File: src/rtl/xfc_pkg.sv
package xfc_pkg;

    // register selects decoded on the bus address
    localparam int unsigned XFC_ADDR_LEN    = 0;
    localparam int unsigned XFC_ADDR_RXDATA = 1;

    // vector code of the receive interrupt; lower codes outrank it
    localparam int unsigned XFC_RX_CODE     = 4;

endpackage

File: src/rtl/xfc_counter.sv
module xfc_counter
    import xfc_pkg::*;
#(
    parameter int unsigned CNT_W = 16
) (
    input  logic             clk_i,
    input  logic             rst_ni,
    input  logic             len_wr_i,
    input  logic [CNT_W-1:0] len_wdata_i,
    input  logic             start_i,
    input  logic             step_i,
    input  logic             stop_en_i,
    input  logic             repeat_i,
    output logic [CNT_W-1:0] len_o,
    output logic             stop_req_o
);

    // one extra bit so that a programmed zero runs the full 2**CNT_W bytes
    localparam int unsigned WORK_W = CNT_W + 1;

    typedef struct packed {
        logic [CNT_W-1:0]  len;
        logic [WORK_W-1:0] work;
        logic              stop;
    } cnt_state_t;

    cnt_state_t st_d, st_q;

    always_comb begin
        st_d      = st_q;
        st_d.stop = 1'b0;

        if (len_wr_i) begin
            st_d.len = len_wdata_i;
        end

        if (start_i) begin
            if (st_q.len == '0) begin
                st_d.work = {1'b1, {CNT_W{1'b0}}};
            end else begin
                st_d.work = {1'b0, st_q.len};
            end
        end else if (step_i && !repeat_i && (st_q.work != '0)) begin
            st_d.work = st_q.work - WORK_W'(1);
            if ((st_q.work == WORK_W'(1)) && stop_en_i) begin
                st_d.stop = 1'b1;
            end
        end
    end

    always_ff @(posedge clk_i or negedge rst_ni) begin
        if (!rst_ni) begin
            st_q <= '0;
        end else begin
            st_q <= st_d;
        end
    end

    assign len_o      = st_q.len;
    assign stop_req_o = st_q.stop;

endmodule

File: src/rtl/xfc_rx.sv
module xfc_rx
    import xfc_pkg::*;
#(
    parameter int unsigned DATA_W = 8
) (
    input  logic              clk_i,
    input  logic              rst_ni,
    input  logic              new_i,
    input  logic [DATA_W-1:0] byte_i,
    input  logic              ie_i,
    input  logic              rd_i,
    input  logic              shown_i,
    output logic [DATA_W-1:0] data_o,
    output logic              ready_o,
    output logic              pend_o
);

    typedef struct packed {
        logic [DATA_W-1:0] data;
        logic              ready;
        logic              pend;
    } rx_state_t;

    rx_state_t st_d, st_q;

    always_comb begin
        st_d = st_q;

        // a fresh byte outranks a clearing read in the same cycle
        if (new_i) begin
            st_d.data  = byte_i;
            st_d.ready = 1'b1;
        end else if (rd_i) begin
            st_d.ready = 1'b0;
        end

        if (new_i && ie_i) begin
            st_d.pend = 1'b1;
        end else if (rd_i && shown_i) begin
            st_d.pend = 1'b0;
        end
    end

    always_ff @(posedge clk_i or negedge rst_ni) begin
        if (!rst_ni) begin
            st_q <= '0;
        end else begin
            st_q <= st_d;
        end
    end

    assign data_o  = st_q.data;
    assign ready_o = st_q.ready;
    assign pend_o  = st_q.pend;

endmodule

File: src/rtl/xfc_regif.sv
module xfc_regif
    import xfc_pkg::*;
#(
    parameter int unsigned ADDR_W = 2,
    parameter int unsigned BUS_W  = 16,
    parameter int unsigned CNT_W  = 16,
    parameter int unsigned DATA_W = 8,
    parameter int unsigned VEC_W  = 4
) (
    input  logic [ADDR_W-1:0] addr_i,
    input  logic              wr_i,
    input  logic              rd_i,
    input  logic [CNT_W-1:0]  len_i,
    input  logic [DATA_W-1:0] rx_data_i,
    input  logic              rx_pend_i,
    input  logic [VEC_W-1:0]  other_vec_i,
    output logic              len_wr_o,
    output logic              rx_rd_o,
    output logic [BUS_W-1:0]  rdata_o,
    output logic [VEC_W-1:0]  vec_o,
    output logic              rx_shown_o
);

    localparam logic [ADDR_W-1:0] SEL_LEN = ADDR_W'(XFC_ADDR_LEN);
    localparam logic [ADDR_W-1:0] SEL_RX  = ADDR_W'(XFC_ADDR_RXDATA);
    localparam logic [VEC_W-1:0]  CODE_RX = VEC_W'(XFC_RX_CODE);

    typedef struct packed {
        logic              len_wr;
        logic              rx_rd;
        logic [BUS_W-1:0]  rdata;
        logic [VEC_W-1:0]  vec;
        logic              shown;
    } decode_t;

    decode_t dec_d;
    logic    higher_q;

    always_comb begin
        dec_d        = '0;
        dec_d.len_wr = wr_i && (addr_i == SEL_LEN);
        dec_d.rx_rd  = rd_i && (addr_i == SEL_RX);

        unique case (addr_i)
            SEL_LEN: dec_d.rdata = BUS_W'(len_i);
            SEL_RX:  dec_d.rdata = BUS_W'(rx_data_i);
            default: dec_d.rdata = '0;
        endcase

        higher_q = (other_vec_i != '0) && (other_vec_i < CODE_RX);
        if (higher_q) begin
            dec_d.vec = other_vec_i;
        end else if (rx_pend_i) begin
            dec_d.vec   = CODE_RX;
            dec_d.shown = 1'b1;
        end else begin
            dec_d.vec = other_vec_i;
        end
    end

    assign len_wr_o   = dec_d.len_wr;
    assign rx_rd_o    = dec_d.rx_rd;
    assign rdata_o    = dec_d.rdata;
    assign vec_o      = dec_d.vec;
    assign rx_shown_o = dec_d.shown;

endmodule

File: src/rtl/i2c_count_rx.sv
module i2c_count_rx
    import xfc_pkg::*;
#(
    parameter int unsigned ADDR_W = 2,
    parameter int unsigned BUS_W  = 16,
    parameter int unsigned CNT_W  = 16,
    parameter int unsigned DATA_W = 8,
    parameter int unsigned VEC_W  = 4
) (
    input  logic              clk_i,
    input  logic              rst_ni,
    input  logic [ADDR_W-1:0] bus_addr_i,
    input  logic              bus_wr_i,
    input  logic              bus_rd_i,
    input  logic [BUS_W-1:0]  bus_wdata_i,
    output logic [BUS_W-1:0]  bus_rdata_o,
    input  logic              stop_en_i,
    input  logic              repeat_i,
    input  logic              xfer_start_i,
    input  logic              byte_done_i,
    output logic              stop_req_o,
    input  logic              rx_valid_i,
    input  logic [DATA_W-1:0] rx_byte_i,
    input  logic              rx_ie_i,
    output logic              rx_ready_o,
    input  logic [VEC_W-1:0]  other_vec_i,
    output logic [VEC_W-1:0]  int_vec_o
);

    logic              len_wr;
    logic              rx_rd;
    logic              rx_shown;
    logic              rx_pend;
    logic [CNT_W-1:0]  len_val;
    logic [DATA_W-1:0] rx_data;

    xfc_regif #(
        .ADDR_W (ADDR_W),
        .BUS_W  (BUS_W),
        .CNT_W  (CNT_W),
        .DATA_W (DATA_W),
        .VEC_W  (VEC_W)
    ) u_regif (
        .addr_i      (bus_addr_i),
        .wr_i        (bus_wr_i),
        .rd_i        (bus_rd_i),
        .len_i       (len_val),
        .rx_data_i   (rx_data),
        .rx_pend_i   (rx_pend),
        .other_vec_i (other_vec_i),
        .len_wr_o    (len_wr),
        .rx_rd_o     (rx_rd),
        .rdata_o     (bus_rdata_o),
        .vec_o       (int_vec_o),
        .rx_shown_o  (rx_shown)
    );

    xfc_counter #(
        .CNT_W (CNT_W)
    ) u_counter (
        .clk_i       (clk_i),
        .rst_ni      (rst_ni),
        .len_wr_i    (len_wr),
        .len_wdata_i (bus_wdata_i[CNT_W-1:0]),
        .start_i     (xfer_start_i),
        .step_i      (byte_done_i),
        .stop_en_i   (stop_en_i),
        .repeat_i    (repeat_i),
        .len_o       (len_val),
        .stop_req_o  (stop_req_o)
    );

    xfc_rx #(
        .DATA_W (DATA_W)
    ) u_rx (
        .clk_i   (clk_i),
        .rst_ni  (rst_ni),
        .new_i   (rx_valid_i),
        .byte_i  (rx_byte_i),
        .ie_i    (rx_ie_i),
        .rd_i    (rx_rd),
        .shown_i (rx_shown),
        .data_o  (rx_data),
        .ready_o (rx_ready_o),
        .pend_o  (rx_pend)
    );

endmodule

File: config.mk
export PLATFORM = sky130hd
export DESIGN_NAME = i2c_count_rx
export DESIGN_NICKNAME = d
export VERILOG_FILES = /design/src/rtl/xfc_pkg.sv /design/src/rtl/xfc_counter.sv /design/src/rtl/xfc_rx.sv /design/src/rtl/xfc_regif.sv /design/src/rtl/i2c_count_rx.sv
export SDC_FILE = /design/constraint.sdc
export NUM_CORES = 1
export LEC_CHECK = 0
export BUFFER_PORTS_ARGS = -buffer_cell sky130_fd_sc_hd__buf_2
export CAP_MARGIN = 30
export CORE_MARGIN = 3
export CORE_UTILIZATION = 45
export CTS_BUF_LIST = sky130_fd_sc_hd__clkbuf_8 sky130_fd_sc_hd__clkbuf_16
export DETAILED_ROUTE_END_ITERATION = 16
export PLACE_DENSITY = 0.69
export SLEW_MARGIN = 20
export SYNTH_ARGS = -nofsm -noshare
export SYNTH_HDL_FRONTEND = slang
export SYNTH_SLANG_ARGS = --single-unit
File: constraint.sdc
create_clock -name clk_i -period 6 [get_ports clk_i]
set_input_delay 1.2 -clock clk_i [delete_from_list [all_inputs] [get_ports clk_i]]
set_output_delay 1.2 -clock clk_i [all_outputs]
set_load 0.02 [all_outputs]
==> flow_summary.yaml, run 1 <==
synthesis:
  async_reset_ff_frac: 1.00
  yosysTopAreaCellShare: 0.444
  yosys_warnings: 0
  yosys_register_bits: 44
  synth_common_cells: "dfrtp_1 (44), mux2_2 (24), nor2_1 (20), nand2_1 (17), and2_1 (13)"
  yosysMostFrequentCell: "dfrtp_1"
  synth.area.top_cells: "dfrtp_1 (44%), mux2_2 (11%), and2_1 (3.3%)"
  synth_area_um2: 2480
  synthesis.nets: 284
  yosysUniqueCellTypes: 50
  seq_area_frac_synth: 0.444
  synth_cells: 242
  synthFlopType: "dfrtp_1"
  synth.largest_area_cell: "dfrtp_1"
  synth-edff-count: 0
  syn-mean-instance-area_um2: 10.2
layout:
  drive_gt1_frac: 0.343
  fin_area_um2: 2960
  fill_cells: 485
  antenna_cells: 0
  final_cells: 370
  fin_nets: 341
  areaGrowthSynthToFinish_pct: 19.3
place:
  port_buffers: 61
  dp_cells: 362
  place_area_um2: 2840
  gp_congestion: 0.828
  dpl.hpwl_um: 4350
floorplanning:
  fp-row-count: 26
  coreArea_um2: 5200
  die_h_um: 80.2
  die_area_um2: 6440
  fp.dieW_um: 80.2
  num_io_pins: 62
  start_util: 0.476
sta:
  final-max-slew-violation-count: 0
  period_share: 0.555
  finalSetupTns_ps: 0
  rsz0062_at_grt: "no"
  period_needed_ps: 3330
  finalSetupViolCount: 0
  tightest_slew_ps: 757
  hold_viol_final: 0
  slew_headroom: 0.494
  fmax_mhz: 300
  clock_skew_ps: 4.92
min_path:
  worstHoldPathType: "reg -> reg"
  min_path_cells: 1
power:
  peakVddDrop_mv: 0.158
  power.leakage_nw: 1.36
  power_per_cell_area_nw_per_um2: 291
drt:
  ant_nets: 0
  drt_wl_total_um: 5900
  drc: 0
  firstDrtPassIters: 4
  routedWlPerCell_um: 15.9
  num_vias: 2097
  drt_iter0_markers: 157
  viasPerCell: 5.67
clock_network:
  cts_root_buf: "clkbuf_8"
  cts_tree: "built"
  cts_setup_buffers: 0
  cts_max_level: 2
  cts.sinks: 44
  cts_resized: 0
  cts_buffer_depth: 2
  numCtsBuffers: 5
  clk_pin_slew_worst_paths_ps: 90
  worstSkewPairLatency_ps: 300
  cts_hold_buf: 0
worst_setup_path:
  worstReg2RegStart: "u_counter.st_q[1]"
  r2r_setup_slack_ps: 3540
  crit_path_end_kind: "output pin"
  crit_fanout: 10
  cp-endpoint: "bus_rdata_o[11]"
  critPathLaunchType: "input port"
  cp.arrival_ps: 2130
  cp.required_ps: 4800
  crit_start: "bus_addr_i[0]"
  r2r_cells: 6
  reg2reg_to: "u_counter.st_q[5]"
  path_class: "in -> out"
global_route:
  track_usage: 0.197
  antenna_found_initial: 0
  grt_max_degree: 37
  overflow: 0
  grt_pass1_wl_um: 9760
  grt_pass1_vias: 1994
status:
  status: "complete, no violations"
flow_run:
  maxCapViolCount: 0
[registers in the layout, indices dropped and copies added, names as in the netlist]
signal,count
u_counter.stop_req_o,1
u_rx.ready_o,1
u_rx.pend_o,1
u_counter.len_o,16
u_rx.data_o,8
u_counter.st_q,17
[worst min-delay path by stage]
stage                                       to          startpoint
after floorplan           u_counter.stop_req_o  u_counter.st_q[17]
after global placement            u_rx.ready_o        u_rx.ready_o
after detailed placement          u_rx.ready_o        u_rx.ready_o
after CTS                         u_rx.ready_o        u_rx.ready_o
after global routing              u_rx.ready_o        u_rx.ready_o
final                             u_rx.ready_o        u_rx.ready_o
[final cells by class]
cell class,instances,area [um2],area share
timing repair buffer,62,325,0.110
tap,70,87.6,0.0296
sequential,44,1100,0.372
clock buffer,6,82.6,0.0279
inverter,11,41.3,0.0140
multi-input combinational,175,1280,0.433
clock inverter,2,38.8,0.0131
[cells in the final DEF, fill, tap and decap left out, types with 2 or more instances in the layout]
| master | synthesis | layout |
|---|---|---|
| nor4_1 | 10 | 10 |
| mux2_2 | 24 | 24 |
| a221o_1 | 2 | 2 |
| a311oi_1 | 2 | 2 |
| or3_1 | 4 | 4 |
| nand2b_1 | 3 | 3 |
| a211o_1 | 2 | 2 |
| nor4_2 | 2 | 2 |
| a21oi_1 | 3 | 3 |
| a41o_1 | 2 | 2 |
| a31oi_1 | 4 | 4 |
| clkbuf_8 | 0 | 6 |
| and3_1 | 4 | 4 |
| ha_1 | 2 | 2 |
| mux2i_1 | 8 | 8 |
| inv_1 | 10 | 10 |
| nand4_1 | 7 | 7 |
| and2_1 | 13 | 13 |
| nand3_1 | 9 | 9 |
| o31a_1 | 2 | 2 |
| dfrtp_1 | 44 | 44 |
| buf_2 | 5 | 61 |
| or4_1 | 2 | 2 |
| nand2_1 | 17 | 17 |
| nor3_1 | 2 | 2 |
| o21ai_0 | 4 | 4 |
| o211ai_1 | 2 | 2 |
| nor2_1 | 20 | 20 |
| nor2b_1 | 3 | 3 |
| a311o_1 | 3 | 3 |
| o311ai_1 | 2 | 2 |
[power breakdown]
part           switching, mW  internal, mW  leakage (nW)  total (mW)
registers             0.0669         0.345         0.528       0.412
clock network          0.106         0.136        0.0614       0.242
logic                  0.111        0.0970         0.766       0.208
total                  0.284         0.578          1.36       0.862
[layer usage]
metal | track usage | wire [um] | up-vias
li1 | - | - | 1013
met1 | 0.280 | 2640 | 1010
met2 | 0.299 | 2800 | 66
met3 | 0.0314 | 386 | 8
met4 | 0.0760 | 76 | 0
met5 | 0 | 0 | -
[worst max-delay path, stage by stage]
cell	delay (ps)
buf_2	190
nor2_1	390
and2_1	190
buf_2	160
[metrics by stage]
step | setup WS, ps | hold slack [ps] | total power [mW] | utilization
floorplan | 2920 | 451 | 0.549 | -
global placement | 2690 | 458 | 0.618 | 0.541
detailed placement | 2660 | 469 | 0.624 | 0.545
CTS | 2660 | 492 | 0.868 | 0.569
global route | 2490 | 522 | 0.911 | 0.569
finish | 2670 | 485 | 0.862 | 0.569
[kinds of logic after synthesis]
family / after synthesis / share of synthesized area
AND/OR/NAND/NOR: 104 / 0.249
multiplexers: 32 / 0.141
buffers and inverters: 23 / 0.0388
flip-flops: 44 / 0.444
AO/OA/AOI/OAI: 37 / 0.117
adder cells (fa/ha/maj): 2 / 0.0101
Power figures use the tool's default switching activity.
==> run 2: changes to the inputs <==
Clock period 6 ns to 3.5 ns, I/O delays scaled along.
==> run 2 against run 1 <==
Largest cell class unchanged. Sequential power grew 72%. Clock skew shrank 2.0 ps. Clock power grew 71%. Count of clock-buffer cells in the layout is the same. Global-route usage grew 0.096 points. Highest routed layer unchanged. Critical path type is now reg -> reg. First-iteration DRC count shrank 1.3%.
==> flow_summary.yaml, run 2 (synthesis results as in run 1) <==
layout:
  fill_cells: 488
  final_common_cell: "buf_2"
  fin_area_um2: 2970
  areaGrowthSynthToFinish_pct: 19.6
  multi_input_area_um2: 1280
  seq_area_um2: 1100
  mostFrequentLayoutCells: "buf_2 (61), dfrtp_1 (44), mux2_2 (24)"
  fin_nets: 342
  largest_reg_flops: 17
  largest_register: "u_counter.st_q"
  fin_util: 0.570
  drive_gt1_frac: 0.346
  antenna_cells: 0
floorplanning:
  num_io_pins: 62
  coreArea_um2: 5200
  fp.dieW_um: 80.2
  fp-row-count: 26
  die_h_um: 80.2
  die_area_um2: 6440
  start_util: 0.476
global_route:
  overflow: 0
  grt_max_degree: 37
  grt_pass1_vias: 2005
  antenna_found_initial: 0
  track_usage: 0.198
  grt_pass1_wl_um: 9930
worst_setup_path:
  cp.arrival_ps: 2570
  crit_path_end_kind: "flop"
  cp.required_ps: 3690
  critPathBufInv: 1
  critical-path-slowest-cell: "nor4b_4"
  critPathTopFamily: "simple AND/OR/NAND/NOR gates"
  worstPathCellList: "inv_1, ha_1, nor4b_4, nand4_4, and2_4, a221o_1"
  path_class: "reg -> reg"
  critPathLaunchType: "flop"
  crit_fanout: 19
  critPathMaxStageDelay_ps: 480
power:
  power.leakage_nw: 1.36
  power_per_cell_area_nw_per_um2: 499
  total_power_mw: 1.48
  peakVddDrop_mv: 0.267
clock_network:
  cts.sinks: 44
  cts_hold_buf: 0
  clk_pin_slew_worst_paths_ps: 80
  cts_buffer_depth: 2
  numCtsBuffers: 5
  worstSkewPairLatency_ps: 300
  cts_max_level: 2
  cts_setup_buffers: 0
  cts_tree: "built"
  cts_resized: 0
  cts_root_buf: "clkbuf_8"
drt:
  drt_wl_total_um: 6120
  viasPerCell: 5.80
  ant_nets: 0
  drc: 0
  routedWlPerCell_um: 16.5
  firstDrtPassIters: 4
  num_vias: 2150
  drt_iter0_markers: 155
status:
  status: "complete, no violations"
place:
  gp_congestion: 0.878
  port_buffers: 61
  place_area_um2: 2850
  dpl.hpwl_um: 4510
sta:
  tightest_slew_ps: 724
  period_share: 0.680
  period_needed_ps: 2380
  finalSetupTns_ps: 0
  hold_viol_final: 0
  fmax_mhz: 420
  finalSetupViolCount: 0
  clock_skew_ps: 2.92
  slew_headroom: 0.517
  hold_ws_ps: 320
  final-max-slew-violation-count: 0
  rsz0062_at_grt: "no"
flow_run:
  maxCapViolCount: 0
min_path:
  worstHoldPathType: "in -> async"
run 2: cell type report:
| cell class | instances | share of cell area |
|---|---|---|
| multi-input cells | 175 | 0.432 |
| well taps | 70 | 0.0295 |
| inverters | 11 | 0.0139 |
| repair buffers | 63 | 0.112 |
| clock inverters | 2 | 0.0131 |
| clock buffers | 6 | 0.0278 |
| flip-flops and latches | 44 | 0.371 |
run 2: layer usage:
metal	track usage	up-vias	part of all wire
met2	0.311	63	0.49
met1	0.269	1063	0.44
met4	0.0693	0	0.019
met5	0	-	0
li1	-	1013	-
met3	0.0415	11	0.048
run 2: path summary, 6_finish.rpt:
check                                   from                   to  slack, ps  cells past startpoint
min                                   rst_ni          u_rx.pend_o        320                      1
min in group clk_i              u_rx.ready_o         u_rx.ready_o        490                      1
max in group asynchronous             rst_ni  u_counter.len_o[10]       2690                      2
min reg2reg                     u_rx.ready_o         u_rx.ready_o        490                      1
max reg2reg                u_counter.st_q[1]    u_counter.st_q[5]       1120                      6
max                        u_counter.st_q[1]    u_counter.st_q[5]       1120                      6
run 2: where the power goes:
part / internal (mW) / switching, mW / leakage [nW] / total, mW
Clock: 0.233 / 0.181 / 0.0614 / 0.415
Combinational: 0.167 / 0.189 / 0.771 / 0.356
Sequential: 0.591 / 0.118 / 0.528 / 0.709
Total: 0.992 / 0.488 / 1.36 / 1.48
run 2: metrics by stage:
step / cells / setup slack (ps)
floorplan: 242 / 1390
global placement: 362 / 974
detailed placement: 363 / 919
CTS: 371 / 1120
global route: 371 / 930
finish: 371 / 1120
